**src/rtl/aes_kb_pkg.sv**
```systemverilog
// Package: shared sizes and key-length decoding for the AES key bank.
// Assumes registers of 64 bits split into 8-bit lanes.
package aes_kb_pkg;

    localparam int KB_REG_W    = 64;
    localparam int KB_NUM_REGS = 4;

    typedef enum logic [1:0] {
        KSZ_128  = 2'b00,
        KSZ_192  = 2'b01,
        KSZ_256  = 2'b10,
        KSZ_256X = 2'b11
    } key_size_e;

    // Number of key bytes enabled by a key-size code.
    function automatic int key_bytes(input logic [1:0] code);
        case (code)
            KSZ_128: key_bytes = 16;
            KSZ_192: key_bytes = 24;
            default: key_bytes = 32;
        endcase
    endfunction

endpackage

```
**src/rtl/kb_lane_map.sv**
```systemverilog
// Module: kb_lane_map
// Computes, for every stored byte, whether it lies inside the programmed key
// length. Byte lane j of register r holds key byte r*LANES + (LANES-1-j).
// Assumes a purely combinational use by the write and read paths.
module kb_lane_map
    import aes_kb_pkg::*;
#(
    parameter int REG_W    = KB_REG_W,
    parameter int NUM_REGS = KB_NUM_REGS
) (
    input  logic [1:0]                      key_size,
    output logic [NUM_REGS*(REG_W/8)-1:0]   lane_ok
);
    localparam int LANES = REG_W / 8;

    logic [31:0] limit;

    // Byte count for the current key-size code.
    always_comb limit = 32'(key_bytes(key_size));

    for (genvar r = 0; r < NUM_REGS; r++) begin : g_reg
        for (genvar j = 0; j < LANES; j++) begin : g_lane
            localparam int KEY_IDX = r * LANES + (LANES - 1 - j);
            // Lane is usable when its key byte index is below the length.
            assign lane_ok[r*LANES+j] = (32'(KEY_IDX) < limit);
        end
    end

endmodule

```
**src/rtl/kb_access_ctrl.sv**
```systemverilog
// Module: kb_access_ctrl
// Decodes bus writes into per-byte write enables. It blocks writes during
// processing, re-initialize and outside the key length, and keeps the sticky
// context-error flag. Assumes that busy is synchronous to clk.
module kb_access_ctrl
    import aes_kb_pkg::*;
#(
    parameter int REG_W    = KB_REG_W,
    parameter int NUM_REGS = KB_NUM_REGS
) (
    input  logic                                    clk,
    input  logic                                    rst_n,
    input  logic                                    reinit,
    input  logic                                    wr_en,
    input  logic [$clog2(NUM_REGS)-1:0]             word_addr,
    input  logic [REG_W/8-1:0]                      wstrb,
    input  logic                                    busy,
    input  logic                                    err_clr,
    input  logic [NUM_REGS*(REG_W/8)-1:0]           lane_ok,
    output logic [NUM_REGS*(REG_W/8)-1:0]           byte_we,
    output logic                                    ctx_err
);
    localparam int LANES = REG_W / 8;
    localparam int IDX_W = $clog2(NUM_REGS);

    logic wr_ok;
    logic err_hit;

    // A write may proceed only when idle and not re-initializing.
    always_comb wr_ok = wr_en & ~busy & ~reinit;

    // A write arriving during processing is an error (reinit takes priority).
    always_comb err_hit = wr_en & busy & ~reinit;

    for (genvar r = 0; r < NUM_REGS; r++) begin : g_reg
        for (genvar j = 0; j < LANES; j++) begin : g_lane
            // Per-byte enable: selected register, strobed lane, inside length.
            assign byte_we[r*LANES+j] = wr_ok & (word_addr == IDX_W'(r))
                                        & wstrb[j] & lane_ok[r*LANES+j];
        end
    end

    // Sticky error flag: set beats clear, reset and reinit clear it.
    always_ff @(posedge clk) begin
        if (!rst_n || reinit) begin
            ctx_err <= 1'b0;
        end else if (err_hit) begin
            ctx_err <= 1'b1;
        end else if (err_clr) begin
            ctx_err <= 1'b0;
        end
    end

    // a write during processing leaves the flag set next cycle.
    p_busy_write_flags_r6: assert property (@(posedge clk) disable iff (!rst_n)
        (wr_en && busy && !reinit) |=> ctx_err);

    // the flag holds without a clear source.
    p_err_sticky_r7: assert property (@(posedge clk) disable iff (!rst_n)
        (ctx_err && !err_clr && !reinit) |=> ctx_err);

    // no byte enable fires while busy.
    p_no_we_busy_r6: assert property (@(posedge clk) disable iff (!rst_n)
        busy |-> (byte_we == '0));

endmodule

```
**src/rtl/kb_reg_array.sv**
```systemverilog
// Module: kb_reg_array
// Byte-granular key storage. Each byte loads from its lane of wdata when its
// enable is set. Everything clears on reset and on reinit. Register r lives
// at bits [r*REG_W +: REG_W] of the flat store.
module kb_reg_array
    import aes_kb_pkg::*;
#(
    parameter int REG_W    = KB_REG_W,
    parameter int NUM_REGS = KB_NUM_REGS
) (
    input  logic                                clk,
    input  logic                                rst_n,
    input  logic                                reinit,
    input  logic [NUM_REGS*(REG_W/8)-1:0]       byte_we,
    input  logic [REG_W-1:0]                    wdata,
    output logic [NUM_REGS*REG_W-1:0]           store
);
    localparam int LANES = REG_W / 8;
    localparam int NBYTE = NUM_REGS * LANES;

    for (genvar b = 0; b < NBYTE; b++) begin : g_byte
        localparam int LANE = b % LANES;
        // One key byte: cleared by reset/reinit, loaded when enabled.
        always_ff @(posedge clk) begin
            if (!rst_n || reinit) begin
                store[b*8 +: 8] <= 8'h00;
            end else if (byte_we[b]) begin
                store[b*8 +: 8] <= wdata[LANE*8 +: 8];
            end
        end
    end

    // a reinit leaves the whole bank zero.
    p_reinit_clears_r5: assert property (@(posedge clk) disable iff (!rst_n)
        reinit |=> (store == '0));

    // bytes without an enable keep their value.
    p_hold_without_we_r3: assert property (@(posedge clk) disable iff (!rst_n)
        (byte_we == '0 && !reinit) |=> $stable(store));

endmodule

```
**src/rtl/kb_start_ctrl.sv**
```systemverilog
// Module: kb_start_ctrl
// Detects the start of processing (busy rising). It issues a one-cycle
// expansion request unless the restore-decrypt-key bit says the stored key is
// already expanded.
module kb_start_ctrl (
    input  logic clk,
    input  logic rst_n,
    input  logic reinit,
    input  logic busy,
    input  logic restore_key,
    output logic expand_req
);
    logic busy_q;

    // Remember busy from the previous cycle for edge detection.
    always_ff @(posedge clk) begin
        if (!rst_n) busy_q <= 1'b0;
        else        busy_q <= busy;
    end

    // Request expansion on the first busy cycle unless restoring.
    always_ff @(posedge clk) begin
        if (!rst_n) expand_req <= 1'b0;
        else        expand_req <= busy & ~busy_q & ~restore_key & ~reinit;
    end

    // the request is a single-cycle pulse.
    p_expand_pulse_r8: assert property (@(posedge clk) disable iff (!rst_n)
        expand_req |=> !expand_req);

    // a restored key never triggers expansion.
    p_restore_skips_r9: assert property (@(posedge clk) disable iff (!rst_n)
        (busy && !busy_q && restore_key) |=> !expand_req);

endmodule

```
**src/rtl/aes_keybank.sv**
```systemverilog
// Module: aes_keybank (top)
// Key register bank for an AES engine: byte-strobed writes, length masking,
// write protection during processing, sticky context error and the
// expansion-request strobe. Read data is registered. Assumes that all inputs
// are synchronous to clk.
module aes_keybank
    import aes_kb_pkg::*;
#(
    parameter int REG_W    = KB_REG_W,
    parameter int NUM_REGS = KB_NUM_REGS,
    localparam int LANES   = REG_W / 8,
    localparam int IDX_W   = $clog2(NUM_REGS)
) (
    input  logic                        clk,
    input  logic                        rst_n,
    input  logic                        reinit,
    input  logic                        wr_en,
    input  logic                        rd_en,
    input  logic [IDX_W-1:0]            word_addr,
    input  logic [REG_W-1:0]            wdata,
    input  logic [LANES-1:0]            wstrb,
    output logic [REG_W-1:0]            rdata,
    input  logic [1:0]                  key_size,
    input  logic                        busy,
    input  logic                        restore_key,
    input  logic                        err_clr,
    output logic [NUM_REGS*REG_W-1:0]   key_out,
    output logic                        expand_req,
    output logic                        ctx_err
);
    logic [NUM_REGS*LANES-1:0] lane_ok;
    logic [NUM_REGS*LANES-1:0] byte_we;
    logic [NUM_REGS*REG_W-1:0] store;
    logic [NUM_REGS*REG_W-1:0] masked;

    kb_lane_map #(.REG_W(REG_W), .NUM_REGS(NUM_REGS)) u_lane_map (
        .key_size (key_size),
        .lane_ok  (lane_ok)
    );

    kb_access_ctrl #(.REG_W(REG_W), .NUM_REGS(NUM_REGS)) u_access (
        .clk       (clk),
        .rst_n     (rst_n),
        .reinit    (reinit),
        .wr_en     (wr_en),
        .word_addr (word_addr),
        .wstrb     (wstrb),
        .busy      (busy),
        .err_clr   (err_clr),
        .lane_ok   (lane_ok),
        .byte_we   (byte_we),
        .ctx_err   (ctx_err)
    );

    kb_reg_array #(.REG_W(REG_W), .NUM_REGS(NUM_REGS)) u_regs (
        .clk     (clk),
        .rst_n   (rst_n),
        .reinit  (reinit),
        .byte_we (byte_we),
        .wdata   (wdata),
        .store   (store)
    );

    kb_start_ctrl u_start (
        .clk         (clk),
        .rst_n       (rst_n),
        .reinit      (reinit),
        .busy        (busy),
        .restore_key (restore_key),
        .expand_req  (expand_req)
    );

    for (genvar b = 0; b < NUM_REGS*LANES; b++) begin : g_mask
        // Hide bytes outside the key length.
        assign masked[b*8 +: 8] = lane_ok[b] ? store[b*8 +: 8] : 8'h00;
    end

    for (genvar r = 0; r < NUM_REGS; r++) begin : g_pack
        // Register 0 forms the most significant word of the key vector.
        assign key_out[(NUM_REGS-1-r)*REG_W +: REG_W] = masked[r*REG_W +: REG_W];
    end

    // Registered read port returning one whole masked register.
    always_ff @(posedge clk) begin
        if (!rst_n)     rdata <= '0;
        else if (rd_en) rdata <= masked[word_addr*REG_W +: REG_W];
    end

    // a write during processing leaves the stored key untouched.
    p_busy_keeps_key_r6: assert property (@(posedge clk) disable iff (!rst_n)
        (wr_en && busy && !reinit) |=> $stable(store));

    // reading a register wholly outside the key length returns zero.
    p_mask_read_r4: assert property (@(posedge clk) disable iff (!rst_n)
        (rd_en && lane_ok[word_addr*LANES +: LANES] == '0) |=> (rdata == '0));

endmodule

```
**config.mk**
```make
export PLATFORM = sky130hd
export DESIGN_NAME = aes_keybank
export DESIGN_NICKNAME = d
export VERILOG_FILES = /design/src/rtl/aes_kb_pkg.sv /design/src/rtl/kb_lane_map.sv /design/src/rtl/kb_access_ctrl.sv /design/src/rtl/kb_reg_array.sv /design/src/rtl/kb_start_ctrl.sv /design/src/rtl/aes_keybank.sv
export SDC_FILE = /design/constraint.sdc
export NUM_CORES = 1
export LEC_CHECK = 0
export ABC_CLOCK_PERIOD_IN_PS = 3010
export CAP_MARGIN = 20
export CORE_MARGIN = 2
export CORE_UTILIZATION = 54
export DETAILED_ROUTE_END_ITERATION = 6
export PLACE_DENSITY_LB_ADDON = 0.2
export SYNTH_ARGS = -nofsm -noshare
export SYNTH_HDL_FRONTEND = slang
export SYNTH_HIERARCHICAL = 1
export SYNTH_SLANG_ARGS = --single-unit
```
**constraint.sdc**
```tcl
create_clock -name clk -period 3.01 [get_ports clk]
set_input_delay 0.602 -clock clk [delete_from_list [all_inputs] [get_ports clk]]
set_output_delay 0.602 -clock clk [all_outputs]
set_load 0.02 [all_outputs]
```
# After elaboration in Yosys (flattened, before gate mapping)
# Cells that the tools add are included.
totals:
  reg_bits: 323
  wordCells: 192
  inputBits: 84
  output_inout_bits: 322
classes:
  bitwise: 79
  n_eq_ne: 4
  shift: 1
  n_reduce_logical: 5
  n_mux: 35
  n_lt_le_gt_ge: 32
ops:
  columns: ["op", "n"]
  rows:
  - ["2-to-1 mux 8 bit", 32]
  - ["indexed part select 256 x 9 -> 64 bit", 1]
  - ["< comparator 5 x 6 -> 1 bit, first input constant", 16]
  - ["AND 1 bit", 75]
  - ["< comparator 4 x 6 -> 1 bit, first input constant", 8]
  - ["< comparator 3 x 6 -> 1 bit, first input constant", 4]
  - ["< comparator 1 x 6 -> 1 bit, first input constant", 2]
  - ["< comparator 2 x 6 -> 1 bit, first input constant", 2]
  - ["case mux 6 bit (2 select lines)", 1]
  - ["== test 2 x 1 -> 1 bit, second input constant", 2]
  - ["== test 2 bit, second input constant", 2]
  - ["logical NOT 2 bit", 2]
  - ["NOT 1 bit", 4]
  - ["2-to-1 mux 1 bit", 2]
  - ["nonzero test 2 bit", 1]
  - ["logical NOT 1 bit", 1]
  - ["logical OR 1 bit", 1]

# Longest topological paths before layout
# Gate-level depths: netlist of the first run.
depth:
  ltp_word: 6
  mapped_depth: 8
  ltp_nobuf: 5

# Hierarchy
# The synthesis of the first run kept the hierarchy.
modules_own_cells:
  columns: ["module", "seq_area_each_um2", "area_each_um2", "cells_each", "instances"]
  rows:
  - ["kb_reg_array", 5124.9, 9131.3, 829, 1]
  - ["aes_keybank", 1281.2, 6274.8, 842, 1]
  - ["kb_access_ctrl", 20.0, 440.4, 81, 1]
  - ["kb_lane_map", 0.0, 239.0, 33, 1]
  - ["kb_start_ctrl", 40.0, 72.6, 4, 1]

# Worst setup path before layout of the first run
# OpenSTA, ideal clock, no wires.
synth_timing:
  kind: "input-to-output"
  startpoint: "input port key_size[1]"
  endpoint: "output port key_out[10]"
  slack_ns: 0.784
  t_required_ns: 2.408
  n_path_buf: 3
  path_stages: 4
  arrival_time_ns: 1.624
  cell_sequence: "clkbuf_1 buf_4 clkbuf_1 and2_1"
synth_between:
  elab_chain_len: 4
  elab_cells_between_ends: 5
  classes_between: "order compare: 1; eq/ne: 1; mux: 2; reduce/logical: 1"
synth_lines:
  columns: ["element", "line", "source"]
  rows:
  - ["from (decl)", "aes_keybank.sv:23", "input logic [1:0] key_size,"]
  - ["== test 2 x 1 -> 1 bit / logical NOT 2 bit (equally long branches)", "aes_kb_pkg.sv:17", "case (code)"]
  - ["case mux 6 bit (2 select lines) (*)", "aes_kb_pkg.sv:17", null]
  - ["< comparator 5 x 6 -> 1 bit (*)", "kb_lane_map.sv:25", "assign lane_ok[r*LANES+j] = (32'(KEY_IDX) < limit);"]
  - ["named net lane_ok[25]", "aes_keybank.sv:31", "logic [NUM_REGS*LANES-1:0] lane_ok;"]
  - ["2-to-1 mux 8 bit (*)", "aes_keybank.sv:75", "assign masked[b*8 +: 8] = lane_ok[b] ? store[b*8 +: 8] : 8'h00;"]
  - ["to (decl)", "aes_keybank.sv:27", "output logic [NUM_REGS*REG_W-1:0] key_out,"]
# Mark *: on every way through the listed nets, which the timed path passes. The rest lies on a longest branch.

# Worst setup path after layout of the first run
layout_timing:
  startpoint: "input port key_size[0]"
  endpoint: "output port key_out[126]"
layout_between:
  elab_chain_len: 4
  elab_cells_between_ends: 5
  classes_between: "order compare: 1; eq/ne: 1; mux: 2; reduce/logical: 1"
layout_lines:
  columns: ["element", "line"]
  rows:
  - ["== test 2 x 1 -> 1 bit / logical NOT 2 bit (equally long branches)", "aes_kb_pkg.sv:17"]
  - ["case mux 6 bit (2 select lines) (*)", "aes_kb_pkg.sv:17"]
  - ["< comparator 5 x 6 -> 1 bit (*)", "kb_lane_map.sv:25"]
  - ["2-to-1 mux 8 bit (*)", "aes_keybank.sv:75"]
# Every way passes the cells marked *; elsewhere a longest branch is shown, timed or not.

==> out/summary.txt, run 1 <==
HPWL Detailed - 35.0 mm
Avg WL per Cell - 20.3 µm
CP max stage cell - clkdlybuf4s50_1
Root Buffer - clkbuf_16
Final WS setup - 193 ps
cells on worst reg2reg path - 3
Vias - 14,600
Largest delay share family, worst path - buffers and inverters
final setup fails - 0
Pre-antenna DRT Iters - 5
CP max FO - 24
drt drc - 0
Max Cap Violations - 0
Warnings, synthesis - 6
Sink Count - 323
top-level port count - 406
CTS Buffer Depth - 3
H-Tree Depth - 2
RSZ-0062 raised after global routing - false
Worst Setup Start Kind - input port
Hold Violations, Final - 0
vias in the first global route - 14,400
Max Slew Vio Count - 0
critical path required time - 2410 ps
GRT overflow - 0
via/cell ratio - 5.76
PostCTS Resize Cnt - 0
Max stage delay on crit path - 620 ps
Synth Register Bits - 323
# fillers - 2,306
Fmax achieved - 355 MHz
gpl congestion - 0.928
Seq/Total Area, Yosys - 40.0%
Layout Area Growth over Synthesis - 32.9%
Max-Slew Margin vs Limit - 37.0%
share of layout cells above drive strength 1 - 6.71%
Core ar. - 29,600 µm²
Leak - 8.17 nW
Crit. path cell count - 5
HP Class - input port to flop
Tmin final - 2820 ps
WL final - 51.6 mm
setup bufs post-CTS - 0
Die W - 177 µm
pre-CTS WS - 216 ps
Power Dens Cells - 443 nW/µm²
die height - 177 µm
CP bufs+invs - 3
CTS Hold Bufs - 0
number of DRC markers in iteration 0 - 1,144
Initial Utilization - 54.7%
DIE AREA - 31,300 µm²
Routed Antenna Nets - 0
CTS tree - yes
CP endpoint kind - output pin
outcome - finished clean
clk_skew - 12.5 ps
post-route setup TNS - 0 ps
post-synth cell types - 32
Layout Nets - 2,206
critical path type - input port to output pin
hold path depth - 2
initial antenna violation count - 4
Syn Inst Count - 1,789
CP Cell Sequence - clkdlybuf4s50_1, or2_4, buf_12, and2_1, clkdlybuf4s50_1
Slew @ Worst Pin - 945 ps
cell mode on critical path - clkdlybuf4s50_1
I/O Buffers - 405
Mapped Area - 16,200 µm²
period utilization - 93.6%
clock transition at the registers of the reported paths - 60 ps
first-pass GRT wire length - 79.6 mm
CTS buffer count - 35
GRT Total Usage - 32.0%
Clock Latency Late Sink - 510 ps
Avg Inst Size Synth - 9.03 µm²
Rows - 63
largest net degree at the start of global routing - 174
worst vdd ir - 372 µV
Worst Path Arrival - 2220 ps
cell type report:
cell class | instances | area [µm²] | share of cell area (%)
Sequential cell | 323 | 6470 | 30.1
Inverter | 61 | 229 | 1.07
Timing Repair Buffer | 466 | 4620 | 21.5
Multi-Input combinational cell | 1235 | 8490 | 39.5
Clock buffer | 56 | 1110 | 5.16
Antenna cell | 6 | 15.0 | 0.0699
Tap cell | 390 | 488 | 2.27
Clock inverter | 5 | 56.3 | 0.262
layout by cell type (no fill, tap or decap), types with 10 or more instances in the layout:
cell	count
buf_12	10
nand3_1	61
nor4_2	14
and3b_1	61
dfxtp_1	323
conb_1	16
nor3_1	16
nor2_1	256
mux2i_1	256
o211ai_1	61
and2_1	195
clkdlybuf4s50_1	399
nand2_1	94
inv_1	61
a211o_1	61
clkbuf_8	12
buf_4	53
clkbuf_16	37
nor2b_1	64
a32o_1	61
report_power, final:
| part | total (mW) | internal [mW] | switching, mW |
|---|---|---|---|
| clock | 4.33 | 2.61 | 1.73 |
| sequential | 4.33 | 4.31 | 0.0210 |
| combinational | 0.837 | 0.323 | 0.514 |
| total | 9.51 | 7.24 | 2.26 |
through the flow:
step / power (mW) / hold slack, ps / area [µm²] / util [%] / std cells
final: 9.51 / 435 / 21500 / 72.7 / 2542
after global routing: 9.77 / 458 / 21500 / 72.6 / 2540
after CTS: 9.53 / 442 / 21500 / 72.6 / 2536
after detailed placement: 5.24 / 445 / 20300 / 68.7 / 2475
after global placement: 5.23 / 435 / 20300 / 68.7 / 2475
after floorplan: 4.92 / 427 / 16200 / - / 1804
final timing paths:
path,slack (ps),to,start
hold / removal,430,rdata[62]$_SDFFE_PN0P_,rst_n
hold reg to reg,460,u_start/expand_req$_SDFF_PN0_,u_start/busy_q$_SDFF_PN0_
setup / recovery,190,key_out[126],key_size[0]
setup reg to reg,1660,rdata[60]$_SDFFE_PN0P_,u_regs/store[124]$_SDFFE_PP0P_
worst reg2reg max path: stages, from the launching register on:
cell and delay (ps):
dfxtp_1 310, and2_1 220, mux4_2 530, a22o_1 200
flip-flops by register name, indices dropped and copies added, names as in the netlist:
name	cells
u_start/expand_req	1
u_access/ctx_err	1
u_regs/store	256
rdata	64
u_start/busy_q	1
synthesized netlist by cell type:
master	number	area share (%)
dfxtp_1	323	40
nand2b_1	3	0.12
or2_1	1	0.039
nand2_1	94	2.2
nand3_1	61	1.9
nor2_1	256	5.9
a211o_1	61	3.3
clkbuf_2	16	0.50
conb_1	1	0.023
and2_1	196	7.6
buf_4	34	1.6
inv_1	61	1.4
a21oi_1	1	0.031
o211ai_1	61	2.8
a22o_1	3	0.16
nor3_1	16	0.50
mux4_2	3	0.42
buf_1	2	0.046
buf_2	40	1.2
nor2b_1	64	2.5
clkbuf_1	63	1.5
nand3b_1	1	0.046
nand2b_4	1	0.085
and2_4	1	0.054
nor4_4	2	0.26
or3b_1	1	0.054
a32o_1	61	3.8
and3b_1	61	3.3
buf_6	30	2.1
mux2i_1	256	16
nor4b_4	1	0.15
nor4_1	14	0.54
layer usage:
layer  vias to the layer above  global-route usage [%]  wire (µm)
met4                         0                    16.8       2530
li1                       6750                       -          -
met5                         -                       0          0
met2                       659                    52.7      24300
met1                      7071                    39.7      21000
met3                       152                    6.16       3770
cell families (layout without fill, tap and decap cells):
| family | after synthesis | count (layout) | synth area share [%] |
|---|---|---|---|
| flops | 323 | 323 | 40.0 |
| mux | 259 | 259 | 16.3 |
| other cells | 1 | 22 | 0.0232 |
| simple gates | 773 | 773 | 25.2 |
| compound gates | 187 | 187 | 10.1 |
| buf+inv | 246 | 588 | 8.33 |
Note: power is estimated with default switching activity, not from simulation.
==> run 2: changes to the inputs <==
ABC_AREA = 1   (was default)
==> run 2 against run 1 <==
Net effect: cell count is 28% higher; highest routed layer unchanged; the flow now finishes with violations (DRC); sequential cell count did not move; non-clock buffer count rose by 6; wire length rose by 7.4%; via count increased by 23%; first-iteration DRC count is 93% higher; synthesized cell count is 41% higher; critical path type unchanged; maximum frequency decreased by 1.2%.
==> out/summary.txt, run 2 <==
CTS Buffer Depth - 3 (unchanged)
Initial Utilization - 55.1% (was 54.7%)
DIE AREA - 31,800 µm² (was 31,300 µm²)
Syn Inst Count - 2,524 (was 1,789)
H-Tree Depth - 2 (unchanged)
commonest non-fill, non-tap cell in the layout - nand2_1 (was clkdlybuf4s50_1)
die height - 178 µm (was 177 µm)
# fillers - 2,518 (was 2,306)
Tmin final - 2850 ps (was 2820 ps)
PnR Total Power - 9.36 mW (was 9.51 mW)
cells on worst reg2reg path - 4 (was 3)
HP Class - flop to flop (was input port to flop)
Slew @ Worst Pin - 732 ps (was 945 ps)
Final WS setup - 159 ps (was 193 ps)
PostCTS Resize Cnt - 0 (unchanged)
CP max FO - 51 (was 24)
Reg area - 6470 µm² (unchanged)
number of synthesized flops with an enable pin - 0 (unchanged)
setup bufs post-CTS - 0 (unchanged)
Synth area leaders - dfxtp_1, nand2_1, nand3_1, a21oi_1, inv_1 (was dfxtp_1, mux2i_1, and2_1, nor2_1, a32o_1)
largest register by flop count - u_regs/store (unchanged)
largest net degree at the start of global routing - 129 (was 174)
Pre-antenna DRT Iters - 7 (was 5)
Worst Setup Start Kind - input port (unchanged)
Hold Violations, Final - 0 (unchanged)
GRT Total Usage - 33.6% (was 32.0%)
worst vdd ir - 313 µV (was 372 µV)
Multi-input gate area - 7400 µm² (was 8490 µm²)
CP endpoint kind - output pin (unchanged)
Avg WL per Cell - 17.1 µm (was 20.3 µm)
Top Registers - u_regs/store x256, rdata x64 (unchanged)
violated checks - DRC
number of DRC markers in iteration 0 - 2,203 (was 1,144)
hold path depth - 3 (was 2)
Worst Path Arrival - 2250 ps (was 2220 ps)
Layout Area Growth over Synthesis - 29.5% (was 32.9%)
Routed Antenna Nets - 0 (unchanged)
CTS Hold Bufs - 0 (unchanged)
critical path required time - 2410 ps (about the same)
top-level port count - 406 (unchanged)
Fmax achieved - 351 MHz (was 355 MHz)
post-synth cell types - 18 (was 32)
Seq/Total Area, Yosys - 39.4% (was 40.0%)
clock transition at the registers of the reported paths - 50 ps (was 60 ps)
Power Dens Cells - 440 nW/µm² (was 443 nW/µm²)
vias in the first global route - 16,600 (was 14,400)
initial antenna violation count - 2 (was 4)
Max Slew Vio Count - 0 (unchanged)
gpl congestion - 0.925 (was 0.928)
WL final - 55.4 mm (was 51.6 mm)
Rows - 63 (unchanged)
Root Buffer - clkbuf_16 (unchanged)
Synth Flop Type - dfxtp_1 (unchanged)
FFs w/ async S/R, synth - 0% (unchanged)
Sink Count - 323 (unchanged)
Mapped Area - 16,400 µm² (was 16,200 µm²)
share of layout cells above drive strength 1 - 4.42% (was 6.71%)
clk_skew - 9.89 ps (was 12.5 ps)
critical path type - input port to output pin (unchanged)
Max Cap Violations - 0 (unchanged)
via/cell ratio - 5.53 (was 5.76)
final setup fails - 0 (unchanged)
Synth Register Bits - 323 (unchanged)
outcome - finished, violations left (was finished clean)
Max-Slew Margin vs Limit - 51.2% (was 37.0%)
CTS buffer count - 36 (was 35)
pre-CTS WS - 164 ps (was 216 ps)
Synth top cells by count - nand2_1, nand3_1, dfxtp_1, a21oi_1, inv_1 (was dfxtp_1, mux2i_1, nor2_1, and2_1, nand2_1)
first-pass GRT wire length - 85.4 mm (was 79.6 mm)
drt drc - 2 (was 0)
most frequent cells in the layout - nand2_1, clkdlybuf4s50_1, nand3_1 (was clkdlybuf4s50_1, dfxtp_1, mux2i_1, nor2_1, and2_1)
Largest register FFs - 256 (unchanged)
post-route setup TNS - 0 ps (unchanged)
Vias - 17,900 (was 14,600)
Layout Nets - 2,916 (was 2,206)
most common cell in the synthesized netlist - nand2_1 (was dfxtp_1)
Warnings, synthesis - 6 (unchanged)
Avg Inst Size Synth - 6.50 µm² (was 9.03 µm²)
Die W - 178 µm (was 177 µm)
Clock Latency Late Sink - 510 ps (about the same)
Core ar. - 29,800 µm² (was 29,600 µm²)
RSZ-0062 raised after global routing - false (unchanged)
HPWL Detailed - 38.9 mm (was 35.0 mm)
Synth top area share - 39.4% (was 40.0%)
Yosys top cell by area - dfxtp_1 (unchanged)
I/O Buffers - 405 (unchanged)
Leak - 9.13 nW (was 8.17 nW)
CTS tree - yes (unchanged)
GRT overflow - 0 (unchanged)
period utilization - 94.7% (was 93.6%)
-- run 2: changes by cell type in the layout (fill, tap and decap cells not counted), sizes merged, moves of 218 or more --
cell	before	now
inv	62	300
nor2	256	38
a21oi	1	321
nand2	94	872
nand3	61	388
mux2i	256	0
-- run 2: critical path, stage by stage --
cell	delay (ps)
clkdlybuf4s50_1	450
inv_1	60
nand2_4	90
buf_12	220
nand2_1	80
inv_1	70
clkdlybuf4s50_1	600
-- run 2: cells by family (layout without fill, tap and decap cells) --
group                  count (synthesis)  after routing  share of synthesized area [%]
buffers and inverters                517            829                           16.0
AOI/OAI and AO/OA                    385            385                           11.7
other                                  1             19                         0.0228
and+or+nand+nor                     1298           1298                           32.8
DFF                                  323            323                           39.4
-- run 2: per-stage QoR --
step | area (µm²) | utilization (%) | hold WS (ps) | instances
detailed placement | 20200 | 67.8 | 459 | 3184
CTS | 21300 | 71.3 | 469 | 3241
floorplan | 16500 | - | 437 | 2539
global route | 21300 | 71.3 | 488 | 3243
global placement | 20200 | 67.8 | 449 | 3184
finish | 21300 | 71.3 | 466 | 3244
-- run 2: cell type report --
type                            count  area share, %
Clock buffer                       54           4.89
Sequential cell                   323           30.4
Tap cell                          390           2.30
Inverter                          300           5.31
Multi-Input combinational cell   1699           34.8
Timing Repair Buffer              472           22.2
Clock inverter                      3         0.0883
Antenna cell                        3         0.0353
-- run 2: final timing paths --
path / startpoint / endpoint / slack [ps]
worst max register to register: u_regs/store[65]$_SDFFE_PP0P_ / rdata[1]$_SDFFE_PN0P_ / 2070
worst max-delay path: key_size[0] / key_out[125] / 160
worst min register to register: u_start/busy_q$_SDFF_PN0_ / u_start/expand_req$_SDFF_PN0_ / 470
worst min-delay path: u_start/busy_q$_SDFF_PN0_ / u_start/expand_req$_SDFF_PN0_ / 470
-- run 2: layer usage --
layer  vias up  track usage (%)  part of all wire (%)
li1       8503                -                     -
met1      8244             41.8                    39
met2      1043             56.8                    48
met3       142             5.99                   9.5
met4         0             15.0                   3.9
met5         -                0                     0
-- run 2: power breakdown --
group          switching [mW]  internal [mW]
Sequential             0.0351           4.34
Clock                    1.68           2.37
Combinational           0.613          0.329
==> run 3: changes to the inputs <==
ABC_CLOCK_PERIOD_IN_PS = default   (was 3010)
CORE_UTILIZATION = 55   (was 54)
CTS_CLUSTER_SIZE = 28   (was default)
DONT_BUFFER_PORTS = 1   (was default)
==> run 3 against run 2 <==
Net effect: the run now ends clean; wire length is 8.2% lower; die area fell by 1.8%; non-clock buffer count fell by 443; combinational power decreased by 56%; cell count down 13%; highest routed layer unchanged.
==> out/summary.txt, run 3 (same netlist as run 2, synthesis figures left out) <==
Layout Area Growth over Synthesis - 3.25% (was 29.5%)
die height - 177 µm (was 178 µm)
HP Class - input port to flop (was flop to flop)
Clock Latency Late Sink - 520 ps (was 510 ps)
Layout Nets - 2,474 (was 2,916)
Tmin final - 2150 ps (was 2850 ps)
PostCTS Resize Cnt - 0 (unchanged)
initial antenna violation count - 0 (was 2)
I/O Buffers - 0 (was 405)
Root Buffer - clkbuf_16 (unchanged)
post-route setup TNS - 0 ps (unchanged)
period utilization - 71.4% (was 94.7%)
# fillers - 2,935 (was 2,518)
net switching power - 2.21 mW (was 2.33 mW)
setup bufs post-CTS - 0 (unchanged)
share of layout cells above drive strength 1 - 4.10% (was 4.42%)
HPWL Detailed - 34.2 mm (was 38.9 mm)
first-pass GRT wire length - 78.0 mm (was 85.4 mm)
H-Tree Depth - 2 (unchanged)
Hold Violations, Final - 0 (unchanged)
top-level port count - 406 (unchanged)
CP max stage cell - buf_4 (was clkdlybuf4s50_1)
Int Pwr - 7.00 mW (was 7.03 mW)
CP max FO - 25 (was 51)
Fmax achieved - 465 MHz (was 351 MHz)
RSZ-0062 raised after global routing - false (unchanged)
commonest non-fill, non-tap cell in the layout - nand2_1 (unchanged)
Worst Path Arrival - 1550 ps (was 2250 ps)
Die W - 177 µm (was 178 µm)
largest register by flop count - u_regs/store (unchanged)
DIE AREA - 31,200 µm² (was 31,800 µm²)
worst vdd ir - 339 µV (was 313 µV)
Clk pwr share - 47.3% (was 43.2%)
Sw Ratio - 24.0% (was 24.9%)
GRT overflow - 0 (unchanged)
CP Cell Sequence - inv_1, nand2_4, buf_4, nand2_1, inv_1 (was clkdlybuf4s50_1, inv_1, nand2_4, buf_12, nand2_1, inv_1, clkdlybuf4s50_1)
clk_skew - 11.9 ps (was 9.89 ps)
CP endpoint kind - output pin (unchanged)
clock transition at the registers of the reported paths - 60 ps (was 50 ps)
Max stage delay on crit path - 330 ps (was 600 ps)
Largest register FFs - 256 (unchanged)
Final WS setup - 861 ps (was 159 ps)
number of DRC markers in iteration 0 - 1,749 (was 2,203)
Flop pwr share - 48.3% (was 46.7%)
critical path type - input port to output pin (unchanged)
Top Registers - u_regs/store x256, rdata x64 (unchanged)
Rows - 63 (unchanged)
Slew @ Worst Pin - 727 ps (was 732 ps)
Pre-antenna DRT Iters - 5 (was 7)
Vias - 15,900 (was 17,900)
GRT Total Usage - 31.1% (was 33.6%)
Max Slew Vio Count - 0 (unchanged)
Sink Count - 323 (unchanged)
gpl congestion - 0.922 (was 0.925)
CTS buffer count - 37 (was 36)
Power Dens Cells - 544 nW/µm² (was 440 nW/µm²)
drt drc - 0 (was 2)
Max Cap Violations - 0 (unchanged)
final setup fails - 0 (unchanged)
CTS tree - yes (unchanged)
Avg WL per Cell - 18.1 µm (was 17.1 µm)
vias in the first global route - 14,400 (was 16,600)
Max-Slew Margin vs Limit - 51.5% (was 51.2%)
Core ar. - 29,500 µm² (was 29,800 µm²)
outcome - finished clean (was finished, violations left)
critical path required time - 2410 ps (about the same)
WL final - 50.9 mm (was 55.4 mm)
largest net degree at the start of global routing - 138 (was 129)
most frequent cells in the layout - nand2_1, nand3_1, dfxtp_1 (was nand2_1, clkdlybuf4s50_1, nand3_1)
number of antenna diodes - 0 (was 3)
Logic pwr share - 4.5% (was 10.1%)
CTS Hold Bufs - 0 (unchanged)
Routed Antenna Nets - 0 (unchanged)
pre-CTS WS - 703 ps (was 164 ps)
Leak - 7.55 nW (was 9.13 nW)
cell mode on critical path - inv_1
Initial Utilization - 55.7% (was 55.1%)
Worst Setup Start Kind - input port (unchanged)
CTS Buffer Depth - 3 (unchanged)
via/cell ratio - 5.65 (was 5.53)
run 3: worst paths after layout:
check	endpoint	start	slack [ps]	depth (start not counted)
max	key_out[95]	key_size[0]	860	5
max reg2reg	rdata[38]$_SDFFE_PN0P_	u_regs/store[230]$_SDFFE_PP0P_	2130	4
min reg2reg	u_start/expand_req$_SDFF_PN0_	u_start/busy_q$_SDFF_PN0_	460	3
min	rdata[36]$_SDFFE_PN0P_	rd_en	180	1
run 3: cell type report:
class                   instances  area, µm²  area share [%]
repair buffers                 29        293            1.73
clock buffers                  54       1110            6.55
multi-input cells            1699       7400            43.6
inverters                     300       1130            6.66
well taps                     390        488            2.88
flip-flops and latches        323       6470            38.2
clock inverters                12       67.6           0.399
run 3: metal layers:
metal / GRT usage (%) / share of wire [%]
met5: 0 / 0
met4: 12.8 / 4.0
met3: 5.99 / 9.5
met2: 49.9 / 46
met1: 41.1 / 40
run 3: per-stage QoR:
step           utilization [%]  hold WS [ps]  instance area, µm²  std cells  power (mW)
2_1_floorplan                -           437               16500       2539        5.03
3_3_place_gp              53.5           441               15800       2741        4.93
3_5_place_dp              53.5           450               15800       2741        4.93
4_1_cts                   57.5           162               16900       2807        9.26
5_1_grt                   57.5           167               16900       2807        9.52
6_report                  57.5           179               16900       2807        9.22
run 3: power by group through the flow:
stage | registers, mW | logic (mW) | clock network [mW]
final | 4.45 | 0.414 | 4.36
after global routing | 4.45 | 0.461 | 4.61
after CTS | 4.45 | 0.394 | 4.42
after detailed placement | 4.54 | 0.393 | 0
after global placement | 4.54 | 0.387 | 0
after floorplan | 4.52 | 0.507 | 0
run 3: critical path: cells and delay by family:
| family | cells | cell delay [ps] |
|---|---|---|
| buffers and inverters | 3 | 530 |
| and+or+nand+nor | 2 | 410 |
